==> config.mk <==
export PLATFORM = sky130hd
export DESIGN_NAME = stripe_wr_dist
export DESIGN_NICKNAME = d
export VERILOG_FILES = /design/src/rtl/stripe_pkg.sv /design/src/rtl/stripe_desc_check.sv /design/src/rtl/stripe_cursor.sv /design/src/rtl/stripe_bank_port.sv /design/src/rtl/stripe_wr_dist.sv
export SDC_FILE = /design/constraint.sdc
export NUM_CORES = 1
export LEC_CHECK = 0
export BUFFER_PORTS_ARGS = -buffer_cell sky130_fd_sc_hd__buf_2
export CORE_ASPECT_RATIO = 1.2
export CORE_MARGIN = 2
export CORE_UTILIZATION = 30
export CTS_BUF_LIST = sky130_fd_sc_hd__clkbuf_8 sky130_fd_sc_hd__clkbuf_16
export DETAILED_ROUTE_END_ITERATION = 7
export PLACE_DENSITY = 0.6
export SYNTH_ARGS = -nofsm -noshare
export SYNTH_HDL_FRONTEND = slang
export SYNTH_SLANG_ARGS = --single-unit
==> constraint.sdc <==
create_clock -name clk_i -period 4.2 [get_ports clk_i]
set_clock_uncertainty 0.2 [all_clocks]
set_input_delay 0.84 -clock clk_i [delete_from_list [all_inputs] [get_ports clk_i]]
set_output_delay 0.84 -clock clk_i [all_outputs]
set_load 0.005 [all_outputs]
==> src/rtl/stripe_pkg.sv <==
package stripe_pkg;
  typedef enum logic {
    PLACE_CONCAT     = 1'b0,
    PLACE_INTERLEAVE = 1'b1
  } place_mode_e;
endpackage

==> src/rtl/stripe_desc_check.sv <==
module stripe_desc_check
  import stripe_pkg::*;
#(
  parameter int NUM_BANKS  = 4,
  parameter int BANK_DEPTH = 16,
  parameter int OFF_W      = 6,
  parameter int CNT_W      = 7
) (
  input  place_mode_e      mode_i,
  input  logic [OFF_W-1:0] offset_i,
  input  logic [CNT_W-1:0] count_i,
  output logic             ok_o
);
  localparam int TOTAL = NUM_BANKS * BANK_DEPTH;
  localparam int EXT_W = OFF_W + CNT_W + $clog2(NUM_BANKS + 1) + 2;

  logic [EXT_W-1:0] off_ext, cnt_ext, span_end;

  always_comb begin
    off_ext = EXT_W'(offset_i);
    cnt_ext = EXT_W'(count_i);
    if (mode_i == PLACE_INTERLEAVE) span_end = off_ext * EXT_W'(NUM_BANKS) + cnt_ext;
    else                            span_end = off_ext + cnt_ext;
    ok_o = (count_i != '0) && (span_end <= EXT_W'(TOTAL));
  end
endmodule

==> src/rtl/stripe_cursor.sv <==
module stripe_cursor
  import stripe_pkg::*;
#(
  parameter int NUM_BANKS  = 4,
  parameter int BANK_DEPTH = 16,
  parameter int BSEL_W     = 2,
  parameter int AW         = 4,
  parameter int OFF_W      = 6
) (
  input  logic              clk_i,
  input  logic              rst_ni,
  input  logic              load_i,
  input  place_mode_e       mode_i,
  input  logic [OFF_W-1:0]  offset_i,
  input  logic              step_i,
  output logic [BSEL_W-1:0] bank_o,
  output logic [AW-1:0]     row_o
);
  place_mode_e       mode_q;
  logic [BSEL_W-1:0] bank_q, start_bank;
  logic [AW-1:0]     row_q, start_row;
  logic [31:0]       off_w;

  always_comb begin
    off_w = 32'(offset_i);
    if (mode_i == PLACE_INTERLEAVE) begin
      start_bank = '0;
      start_row  = AW'(off_w);
    end else begin
      start_bank = BSEL_W'(off_w / BANK_DEPTH);
      start_row  = AW'(off_w % BANK_DEPTH);
    end
  end

  always_ff @(posedge clk_i or negedge rst_ni) begin
    if (!rst_ni) begin
      mode_q <= PLACE_CONCAT;
      bank_q <= '0;
      row_q  <= '0;
    end else if (load_i) begin
      mode_q <= mode_i;
      bank_q <= start_bank;
      row_q  <= start_row;
    end else if (step_i) begin
      if (mode_q == PLACE_INTERLEAVE) begin
        // rotate banks first, next row after the last bank
        if (bank_q == BSEL_W'(NUM_BANKS - 1)) begin
          bank_q <= '0;
          row_q  <= row_q + 1'b1;
        end else begin
          bank_q <= bank_q + 1'b1;
        end
      end else begin
        // fill a bank to its last row, then move on
        if (row_q == AW'(BANK_DEPTH - 1)) begin
          row_q  <= '0;
          bank_q <= bank_q + 1'b1;
        end else begin
          row_q  <= row_q + 1'b1;
        end
      end
    end
  end

  assign bank_o = bank_q;
  assign row_o  = row_q;
endmodule

==> src/rtl/stripe_bank_port.sv <==
module stripe_bank_port #(
  parameter int NUM_BANKS = 4,
  parameter int BSEL_W    = 2,
  parameter int AW        = 4,
  parameter int DATA_W    = 32
) (
  input  logic                        clk_i,
  input  logic                        rst_ni,
  input  logic                        fire_i,
  input  logic [BSEL_W-1:0]           sel_i,
  input  logic [AW-1:0]               addr_i,
  input  logic [DATA_W-1:0]           data_i,
  output logic [NUM_BANKS-1:0]        we_o,
  output logic [NUM_BANKS*AW-1:0]     addr_o,
  output logic [NUM_BANKS*DATA_W-1:0] data_o
);
  for (genvar b = 0; b < NUM_BANKS; b++) begin : g_bank
    logic              we_q, hit;
    logic [AW-1:0]     addr_q;
    logic [DATA_W-1:0] data_q;

    assign hit = fire_i && (sel_i == BSEL_W'(b));

    always_ff @(posedge clk_i or negedge rst_ni) begin
      if (!rst_ni) begin
        we_q   <= 1'b0;
        addr_q <= '0;
        data_q <= '0;
      end else begin
        we_q <= hit;
        if (hit) begin
          addr_q <= addr_i;
          data_q <= data_i;
        end
      end
    end

    assign we_o[b]                     = we_q;
    assign addr_o[b*AW +: AW]          = addr_q;
    assign data_o[b*DATA_W +: DATA_W]  = data_q;
  end
endmodule

==> src/rtl/stripe_wr_dist.sv <==
module stripe_wr_dist
  import stripe_pkg::*;
#(
  parameter int NUM_BANKS  = 4,
  parameter int BANK_DEPTH = 16,
  parameter int DATA_W     = 32,
  localparam int TOTAL     = NUM_BANKS * BANK_DEPTH,
  localparam int OFF_W     = (TOTAL > 1) ? $clog2(TOTAL) : 1,
  localparam int CNT_W     = $clog2(TOTAL + 1),
  localparam int AW        = (BANK_DEPTH > 1) ? $clog2(BANK_DEPTH) : 1,
  localparam int BSEL_W    = (NUM_BANKS > 1) ? $clog2(NUM_BANKS) : 1
) (
  input  logic                        clk_i,
  input  logic                        rst_ni,
  input  logic                        desc_valid_i,
  output logic                        desc_ready_o,
  input  logic                        desc_mode_i,
  input  logic [OFF_W-1:0]            desc_offset_i,
  input  logic [CNT_W-1:0]            desc_count_i,
  input  logic                        word_valid_i,
  output logic                        word_ready_o,
  input  logic [DATA_W-1:0]           word_data_i,
  output logic [NUM_BANKS-1:0]        bank_we_o,
  output logic [NUM_BANKS*AW-1:0]     bank_addr_o,
  output logic [NUM_BANKS*DATA_W-1:0] bank_data_o,
  output logic                        done_o,
  output logic                        err_o
);
  place_mode_e       mode_in;
  logic              desc_ok, desc_hs, word_hs;
  logic              busy_q, last_wr_q, done_q, err_q;
  logic [CNT_W-1:0]  remain_q;
  logic [BSEL_W-1:0] cur_bank;
  logic [AW-1:0]     cur_row;

  assign mode_in = place_mode_e'(desc_mode_i);
  assign desc_hs = desc_valid_i && !busy_q;
  assign word_hs = word_valid_i && busy_q;

  stripe_desc_check #(
    .NUM_BANKS (NUM_BANKS),
    .BANK_DEPTH(BANK_DEPTH),
    .OFF_W     (OFF_W),
    .CNT_W     (CNT_W)
  ) u_check (
    .mode_i  (mode_in),
    .offset_i(desc_offset_i),
    .count_i (desc_count_i),
    .ok_o    (desc_ok)
  );

  stripe_cursor #(
    .NUM_BANKS (NUM_BANKS),
    .BANK_DEPTH(BANK_DEPTH),
    .BSEL_W    (BSEL_W),
    .AW        (AW),
    .OFF_W     (OFF_W)
  ) u_cursor (
    .clk_i   (clk_i),
    .rst_ni  (rst_ni),
    .load_i  (desc_hs && desc_ok),
    .mode_i  (mode_in),
    .offset_i(desc_offset_i),
    .step_i  (word_hs),
    .bank_o  (cur_bank),
    .row_o   (cur_row)
  );

  stripe_bank_port #(
    .NUM_BANKS(NUM_BANKS),
    .BSEL_W   (BSEL_W),
    .AW       (AW),
    .DATA_W   (DATA_W)
  ) u_ports (
    .clk_i (clk_i),
    .rst_ni(rst_ni),
    .fire_i(word_hs),
    .sel_i (cur_bank),
    .addr_i(cur_row),
    .data_i(word_data_i),
    .we_o  (bank_we_o),
    .addr_o(bank_addr_o),
    .data_o(bank_data_o)
  );

  always_ff @(posedge clk_i or negedge rst_ni) begin
    if (!rst_ni) begin
      busy_q    <= 1'b0;
      remain_q  <= '0;
      last_wr_q <= 1'b0;
      done_q    <= 1'b0;
      err_q     <= 1'b0;
    end else begin
      last_wr_q <= word_hs && (remain_q == CNT_W'(1));
      done_q    <= last_wr_q;
      err_q     <= desc_hs && !desc_ok;
      if (desc_hs && desc_ok) begin
        busy_q   <= 1'b1;
        remain_q <= desc_count_i;
      end else if (word_hs) begin
        remain_q <= remain_q - 1'b1;
        if (remain_q == CNT_W'(1)) busy_q <= 1'b0;
      end
    end
  end

  assign desc_ready_o = !busy_q;
  assign word_ready_o = busy_q;
  assign done_o       = done_q;
  assign err_o        = err_q;


  we_onehot_chk: assert property (@(posedge clk_i) disable iff (!rst_ni)
    $onehot0(bank_we_o));

  wr_follows_hs_chk: assert property (@(posedge clk_i) disable iff (!rst_ni)
    (word_valid_i && word_ready_o) |=> ($countones(bank_we_o) == 1));

  no_stray_wr_chk: assert property (@(posedge clk_i) disable iff (!rst_ni)
    !(word_valid_i && word_ready_o) |=> (bank_we_o == '0));

  done_after_wr_chk: assert property (@(posedge clk_i) disable iff (!rst_ni)
    done_o |-> $past(|bank_we_o));

  done_single_chk: assert property (@(posedge clk_i) disable iff (!rst_ni)
    done_o |=> !done_o);

  err_stays_idle_chk: assert property (@(posedge clk_i) disable iff (!rst_ni)
    err_o |-> (desc_ready_o && !word_ready_o));

  busy_ignores_desc_chk: assert property (@(posedge clk_i) disable iff (!rst_ni)
    (word_ready_o && !(word_valid_i && remain_q == CNT_W'(1))) |=> word_ready_o);
endmodule

; Yosys cells after proc, flatten, opt, wreduce, memory -nomap -nowiden
; Cells that the tools add are included.
[word_totals]
reg_bits = 166
input_bits = 50
wordCells = 69
[op_classes]
add_sub_neg = 5
n_lt_le_gt_ge = 1
n_eq_ne = 6
mux = 17
reduce_logical = 20
[op_table]
columns = op, count
row1 = $mux 4, 5
row2 = $le 18x7->1 const B, 1
row3 = $mux 7, 2
row4 = $mux 2, 6
row5 = $logic_and 1x1->1, 10
row6 = $add 8x7->9, 1
row7 = $mux 9, 1
row8 = $add 6x7->8, 1
row9 = $eq 7x1->1 const B, 1
row10 = $reduce_bool 7->1, 1
row11 = $sub 7x1->7 const B, 1
row12 = $reduce_and 2->1, 3
row13 = $add 4x1->4 const B, 1
row14 = $eq 2x2->1 const B, 2
row15 = $eq 4x4->1 const B, 1
row16 = $reduce_bool 2->1, 2
row17 = $mux 1, 3
row18 = $ne 3x2->1 const B, 1
row19 = $reduce_bool 3->1, 1
row20 = $add 2x1->2 const B, 1
row21 = $eq 2x1->1 const B, 1
row22 = $logic_not 1->1, 2
row23 = $logic_not 2->1, 1

; Depth between registers and ports, before layout
; Gate-level depths: netlist of run 1.
[depth]
ltp_word = 7
depth_mapped = 10

; Modules after synthesis
; Synthesis of run 1 repeated with hierarchy kept, for this count alone.
[hier_totals]
hier_cells = 476
hier_area_um2 = 7433.4
[by_module_without_submodules]
columns = module, instances, cells_each, area_per_inst_um2, seq_area_each_um2
row1 = stripe_bank_port, 1, 318, 5933.2, 3703.6
row2 = stripe_wr_dist, 1, 53, 553.0, 275.3
row3 = stripe_desc_check, 1, 62, 519.2, 0.0
row4 = stripe_cursor, 1, 43, 427.9, 175.2

; Least setup slack after synthesis of run 1
; OpenSTA, ideal clock, no wires.
[synth_timing]
kind = input -> register
startpoint = input desc_offset_i[4]
endpoint = register remain_q[0]
t_arrival_ps = 3332
required_time_ps = 3875
path_slack_ps = 543
path_stages = 9
n_path_buf = 1
path_cell_list = ha_1 > and2_4 > a221o_1 > or3_4 > a2111oi_4 > o2111ai_4 > a21oi_4 > buf_6 > mux2_4
[synth_via]
elab_chain_cells = 6
word_cells_on_any_way = 8
cone_classes = add/sub: 2 / order compare: 1 / mux: 2 / reduce/logical: 3
[synth_rtl]
columns = element, line
row1 = "start, declared", stripe_wr_dist.sv:18  ; input logic [OFF_W-1:0] desc_offset_i,
row2 = $add 8x7->9 / $add 6x7->8 (equally long branches), "stripe_desc_check.sv:22, stripe_desc_check.sv:23"
row3 = $mux 9 *, stripe_desc_check.sv:22  ; if (mode_i == PLACE_INTERLEAVE) span_end = off_ext * EXT_W'(NUM_BANKS) + cnt_ext;
row4 = $le 18x7->1 *, stripe_desc_check.sv:24  ; ok_o = (count_i != '0) && (span_end <= EXT_W'(TOTAL));
row5 = $logic_and 1x1->1 *, stripe_desc_check.sv:24
row6 = $logic_and 1x1->1 *, stripe_wr_dist.sv:97  ; if (desc_hs && desc_ok) begin
row7 = $mux 7 / $reduce_bool 2->1 (equally long branches), n/a
row8 = "end signal, assigned", stripe_wr_dist.sv:99  ; remain_q <= desc_count_i;
row9 = "end signal, assigned", stripe_wr_dist.sv:101  ; remain_q <= remain_q - 1'b1;
row10 = "end, declared", stripe_wr_dist.sv:32  ; logic [CNT_W-1:0] remain_q;
; Mark *: on every way between the ends. The rest lies on a longest branch, timed or not.
; A chain may end at the register's enable or synchronous reset.

; Final worst setup path of run 1
[layout_timing]
startpoint = input desc_offset_i[0]
endpoint = register u_cursor.row_q[2], in the netlist u_cursor.row_o[2]
[layout_via]
elab_chain_cells = 7
word_cells_on_any_way = 10
cone_classes = add/sub: 2 / order compare: 1 / eq/ne: 1 / mux: 2 / reduce/logical: 4
[layout_rtl]
columns = element, line
row1 = $add 8x7->9 / $add 6x7->8 (equally long branches), "stripe_desc_check.sv:22, stripe_desc_check.sv:23"
row2 = $mux 9 *, stripe_desc_check.sv:22
row3 = $le 18x7->1 *, stripe_desc_check.sv:24
row4 = $logic_and 1x1->1 *, stripe_desc_check.sv:24
row5 = $logic_and 1x1->1 *, stripe_wr_dist.sv:61  ; .load_i (desc_hs && desc_ok),
row6 = $ne 3x2->1 (no source line) / $reduce_bool 2->1 (equally long branches), n/a
row7 = $reduce_and 2->1 (no source line), n/a
row8 = "end signal, assigned", stripe_cursor.sv:43  ; row_q <= start_row;
row9 = "end signal, assigned", stripe_cursor.sv:49  ; row_q <= row_q + 1'b1;
row10 = "end signal, assigned", stripe_cursor.sv:59  ; row_q <= row_q + 1'b1;
row11 = "end, declared", stripe_cursor.sv:21  ; logic [AW-1:0] row_q, start_row;
; Marked as above.

==> out/metrics.yaml, run 1 <==
status: "complete, no violations"
num-fill-cells: 2269
drive_above_1_share_pct: 57.0
grt_pass1_vias: 4594
synth_top_area_cell: "dfrtp_1"
rsz0062_at_grt: "false"
setup_violations: 0
vias: 4601
postCtsHoldBufs: 0
wl_mm: 16.5
ios: 202
cts.sinks: 166
gp_congestion: 0.858
post_cts.repair.setup_buffers: 0
final_cell_area_um2: 9070
synthArstFlopShare_pct: 100
ys.flop_type: "dfrtp_1"
min_period_ns: 3.55
holdCritStartpoint: "last_wr_q"
syn_avg_cell_area_um2: 14.7
ys_seq_area_share_pct: 59.2
hold_viol_final: 0
setup_slack_ns: 0.650
hold_path_depth: 0
maxCapViolCount: 0
nets: 761
grt_max_degree: 81
reg2reg_depth: 6
place_area_um2: 8480
cpPeakStageDelay_ns: 0.59
io_buffers: 201
crit_fanout: 6
dieWidth_um: 144
final_max_slew_viol_count: 0
endpoint_kind: "flip-flop"
clkLatencyLatePin_ns: 0.41
post_cts_resized: 0
slowest_stage: "or4_1"
fmax_ghz: 0.282
pwr_density_cell_nw_per_um2: 743
ir_drop_mv: 0.272
yosys_register_bits: 166
detailed_place_hpwl_mm: 11.8
cts.clk_slew.worst_paths_ns: 0.07
synth_fp_nets: 548
antenna_cells: 0
ff2ff_setup_slack_ns: 1.76
hold_path_class: "flip-flop to flip-flop"
fin_hold_ws_ns: 0.152
total_power_mw: 6.74
synth_top_area_share_pct: 59.2
clockRootBuffer: "clkbuf_16"
drt-initial-drc-count: 151
syn_inst: 478
ant_nets: 0
synth_common_cells: "166 x dfrtp_1, 145 x mux2_2, 18 x ha_1, 15 x nand2_1, 14 x inv_1"
synth_most_common_cell: "dfrtp_1"
syn_area_um2: 7020
critical_path_class: "input port to flip-flop"
die_area_um2: 24600
holdPathEnd: "done_o"
top_layer_used: "met4"
synth_cell_types: 45
core-area_um2: 23000
dr.pass1.iters: 4
dr_wl_met2_mm: 8.30
die_h_um: 172
leakagePower_nw: 4.37
antenna_found_initial: 0
clockBufferDepth: 2
ys_warn_count: 0
rows: 61
critPathLaunchType: "input port"
cts_htree_levels: 4
worst_slew_pin_slew_ns: 0.744
wire_per_inst_um: 16.2
cts_tree: "yes"
arrival_ns: 3.65
fin_setup_tns_ns: 0
r2r_start: "word_ready_o"
post-place-ws_ns: 0.220
grt_usage_pct: 13.4
r2r_end: "u_cursor.row_o[2]"
synth_edf_count: 0
grt-ovfl-total: 0
synth.area.top_cells: "dfrtp_1 59%, mux2_2 23%, ha_1 3.2%"
grt_pass1_wl_mm: 25.3
area.growth.synth_to_final_pct: 29.3
wl_met3_mm: 1.06
drc: 0
start_util_pct: 30.4
max_slew_margin_pct: 50.4
worstPathCellList: "buf_2 -> ha_1 -> fa_1 -> a21o_1 -> a21oi_1 -> nand4_1 -> o21a_1 -> or4_1 -> a21oi_4 -> buf_4 -> mux2_1"
period_share_pct: 84.5
critPathRequiredTime_ns: 4.30
routed_via_density: 4.52
met1_length_mm: 7.02
cts_buffers: 17
area by class of cell:
class | count | area, um2 | area share [%]
Clock buffer | 18 | 439 | 4.84
Clock inverter | 14 | 160 | 1.76
Inverter | 14 | 52.6 | 0.579
Multi-Input combinational cell | 280 | 2730 | 30.1
Sequential cell | 166 | 4150 | 45.8
Tap cell | 315 | 394 | 4.34
Timing Repair Buffer | 212 | 1140 | 12.6
stage by stage:
stage,instances,utilization [%]
2_1_floorplan,478,-
3_3_place_gp,987,36.8
3_5_place_dp,987,36.8
4_1_cts,1019,39.4
5_1_grt,1019,39.4
6_report,1019,39.4
worst max-delay path by stage:
stage | from | to | cells past startpoint
6_report | desc_offset_i[0] | u_cursor.row_o[2] | 11
2_1_floorplan | desc_offset_i[4] | remain_q[0] | 9
3_5_place_dp | desc_offset_i[4] | u_cursor.row_o[1] | 10
3_3_place_gp | desc_count_i[4] | u_cursor.row_o[2] | 10
5_1_grt | desc_offset_i[4] | u_cursor.row_o[2] | 10
4_1_cts | desc_offset_i[4] | u_cursor.row_o[2] | 10
registers in the layout, summed over array words and instances (netlist names):
register / count
u_cursor.row_o: 4
done_o: 1
u_cursor.bank_o: 2
word_ready_o: 1
u_ports.g_bank.addr_q: 16
u_cursor.mode_q: 1
last_wr_q: 1
err_o: 1
u_ports.g_bank.data_q: 128
remain_q: 7
u_ports.g_bank.we_q: 4
report_power, final:
| group | total (mW) | internal (mW) | switching [mW] |
|---|---|---|---|
| combinational | 2.37 | 1.37 | 1.01 |
| sequential | 2.78 | 2.38 | 0.401 |
| clock | 1.59 | 0.865 | 0.720 |
layout by cell type (no fill, tap or decap), types with 2 or more instances in the layout:
cell / netlist / routed
dfrtp_1: 166 / 166
nor3_1: 3 / 3
inv_8: 0 / 5
buf_12: 0 / 4
nand2_1: 15 / 11
fa_1: 2 / 2
inv_1: 14 / 14
o21ai_0: 6 / 6
xor2_1: 5 / 5
clkinvlp_4: 0 / 3
mux2_1: 4 / 4
xnor2_1: 10 / 10
clkbuf_16: 0 / 17
or4_1: 2 / 2
a211o_1: 2 / 2
a21o_1: 2 / 2
inv_6: 0 / 3
ha_1: 18 / 18
o21a_1: 3 / 3
nor4_1: 4 / 4
buf_2: 0 / 200
nand3_1: 2 / 2
nand2b_1: 5 / 5
mux2_4: 2 / 2
and2_1: 2 / 2
a21oi_1: 7 / 7
mux2i_1: 4 / 4
or3_1: 2 / 2
nand2_2: 0 / 4
and3_1: 3 / 3
mux2_2: 145 / 145
buf_4: 4 / 7
nor2_1: 10 / 10
a22oi_1: 3 / 3
o221ai_1: 4 / 4
worst max-delay path: cells and delay by family:
family                     cells  cell delay (ns)
adders and majority gates      2             0.64
AOI/OAI and AO/OA              4             0.82
muxes                          1             0.31
and+or+nand+nor                2             0.72
buffers and inverters          2             0.31
cell families (layout without fill, tap and decap cells):
group / Yosys count / count (layout) / share of synthesized area [%]
and+or+nand+nor: 55 / 55 / 4.12
muxes: 155 / 155 / 24.9
xor gates and xnor gates: 15 / 15 / 1.87
DFF: 166 / 166 / 59.2
adders and majority gates: 20 / 20 / 3.78
AOI/OAI and AO/OA: 35 / 35 / 4.08
buffers and inverters: 32 / 258 / 2.03
per-layer routing:
layer	GRT usage [%]	vias up
met5	0	-
met4	3.75	0
met3	3.79	7
met2	23.1	156
met1	16.4	2307
li1	-	2131
Note: power is estimated with default switching activity, not from simulation.
==> run 2: changes to the inputs <==
--- a/config.mk
+++ b/config.mk
@@ -11,7 +11,7 @@
 export CORE_UTILIZATION = 30
 export CTS_BUF_LIST = sky130_fd_sc_hd__clkbuf_8 sky130_fd_sc_hd__clkbuf_16
 export DETAILED_ROUTE_END_ITERATION = 7
-export PLACE_DENSITY = 0.6
+export PLACE_DENSITY = 0.62
 export SYNTH_ARGS = -nofsm -noshare
 export SYNTH_HDL_FRONTEND = slang
 export SYNTH_SLANG_ARGS = --single-unit
==> constraint.sdc (replaced) <==
create_clock -name clk_i -period 3 [get_ports clk_i]
set_clock_uncertainty 0.2 [all_clocks]
set_input_delay 0.6 -clock clk_i [delete_from_list [all_inputs] [get_ports clk_i]]
set_output_delay 0.6 -clock clk_i [all_outputs]
set_load 0.005 [all_outputs]
==> out/metrics.yaml, run 2 (synthesized netlist as in run 1, its figures left out) <==
rsz0062_at_grt: "false"
post-place-ws_ns: -0.381
arrival_ns: 3.03
crit_fanout: 5
dieWidth_um: 144
ant_nets: 0
setup_slack_ns: 0.0841
fmax_ghz: 0.343
io_buffers: 201
clkLatencyLatePin_ns: 0.43
max_slew_margin_pct: 68.7
fin_hold_ws_ns: 0.167
grt_max_degree: 74
nets: 797
final_cell_area_um2: 9510
power_switching_mw: 2.89
drt-initial-drc-count: 169
dr.pass1.iters: 4
die_area_um2: 24600
total_power_mw: 9.53
clockPowerShare_pct: 22.8
wire_per_inst_um: 15.8
cts_tree: "yes"
grt_pass1_wl_mm: 25.8
largest_reg_flops: 128
gp_congestion: 0.757
cts_buffers: 17
die_h_um: 172
cts_htree_levels: 4
worstPathCellList: "clkbuf_4 -> ha_4 -> fa_2 -> a21o_1 -> a21oi_2 -> nand4_1 -> o21a_1 -> or4_4 -> a21oi_4 -> clkbuf_16 -> mux2_4"
core-area_um2: 23000
top_regs: "u_ports.g_bank.data_q (128), u_ports.g_bank.addr_q (16), remain_q (7)"
final_max_slew_viol_count: 0
fin_setup_tns_ns: 0
maxCapViolCount: 0
cts.clk_slew.worst_paths_ns: 0.06
critPathRequiredTime_ns: 3.11
critical_path_class: "input port to flip-flop"
fin_util_pct: 41.2
cpPeakStageDelay_ns: 0.51
most-common-layout-cells: "197 x buf_2, 166 x dfrtp_1, 145 x mux2_2, 37 x buf_4, 18 x clkbuf_16"
drive_above_1_share_pct: 60.0
slowest_stage: "or4_4"
place_inst: 1020
p_seq_share_pct: 41.0
rows: 61
vias: 4680
min_period_ns: 2.92
layout_commonest_cell: "buf_2"
cts.sinks: 166
p_sw_share_pct: 30.3
leakagePower_nw: 4.59
antenna_found_initial: 1
worst_slew_pin_slew_ns: 0.470
largest-register: "u_ports.g_bank.data_q"
clockBufferDepth: 2
place_area_um2: 8840
status: "complete, no violations"
pwr_density_cell_nw_per_um2: 1000
internal_power_mw: 6.64
endpoint_kind: "flip-flop"
grt_pass1_vias: 4708
period_share_pct: 97.2
grt_usage_pct: 13.8
wl_mm: 16.7
detailed_place_hpwl_mm: 12.2
hold_viol_final: 0
fin_cells: 1056
start_util_pct: 30.4
area.growth.synth_to_final_pct: 35.5
ir_drop_mv: 0.381
pwr-share-comb_pct: 36.3
critPathLaunchType: "input port"
drc: 0
ios: 202
routed_via_density: 4.43
grt-ovfl-total: 0
clockRootBuffer: "clkbuf_16"
setup_violations: 0
hold_path_class: "flip-flop to flip-flop"
[run 2: area by class of cell]
cell class              instances  area, um2
fillers                      2225      13500
clock inverters                12        128
multi-input cells             280       2800
repair buffers                248       1510
clock buffers                  20        467
diodes                          1       2.50
inverters                      14       52.6
well taps                     315        394
flip-flops and latches        166       4150
[run 2: power groups by stage]
stage | Combinational (mW) | Sequential, mW | Clock [mW]
detailed placement | 3.52 | 3.95 | 0
global route | 3.82 | 4.05 | 2.33
global placement | 3.45 | 3.92 | 0
floorplan | 1.71 | 3.99 | 0
CTS | 3.53 | 3.91 | 2.24
finish | 3.46 | 3.91 | 2.17
[run 2: timing repair]
item	4_1_cts	5_1_grt
hold buffers	1	0
resized for setup	0	7
endpoints found under the hold margin	48	0
setup endpoints to repair	0	8
setup buffers	0	1
[run 2: worst paths after layout]
path	startpoint	endpoint	slack [ns]	cells after the start
max	desc_offset_i[0]	remain_q[4]	0.08	11
min	last_wr_q	done_o	0.17	0
max reg2reg	word_ready_o	remain_q[4]	0.71	6
min reg2reg	last_wr_q	done_o	0.17	0
max in group asynchronous	rst_ni	u_cursor.row_o[3]	1.35	3
min in group asynchronous	rst_ni	u_ports.g_bank[0].data_q[29]	0.49	2
[run 2: worst max-delay path: cells and delay by family]
kind	cells	cell delay (ns)
and+or+nand+nor	2	0.61
muxes	1	0.28
adders and majority gates	2	0.51
buffers and inverters	2	0.33
AOI/OAI and AO/OA	4	0.70
[run 2: layer usage]
| layer | global-route usage (%) | wire, um |
|---|---|---|
| met1 | 16.7 | 7170 |
| met2 | 23.2 | 8230 |
| met4 | 5.16 | 318 |
| met5 | 0 | 0 |
| met3 | 4.29 | 1000 |
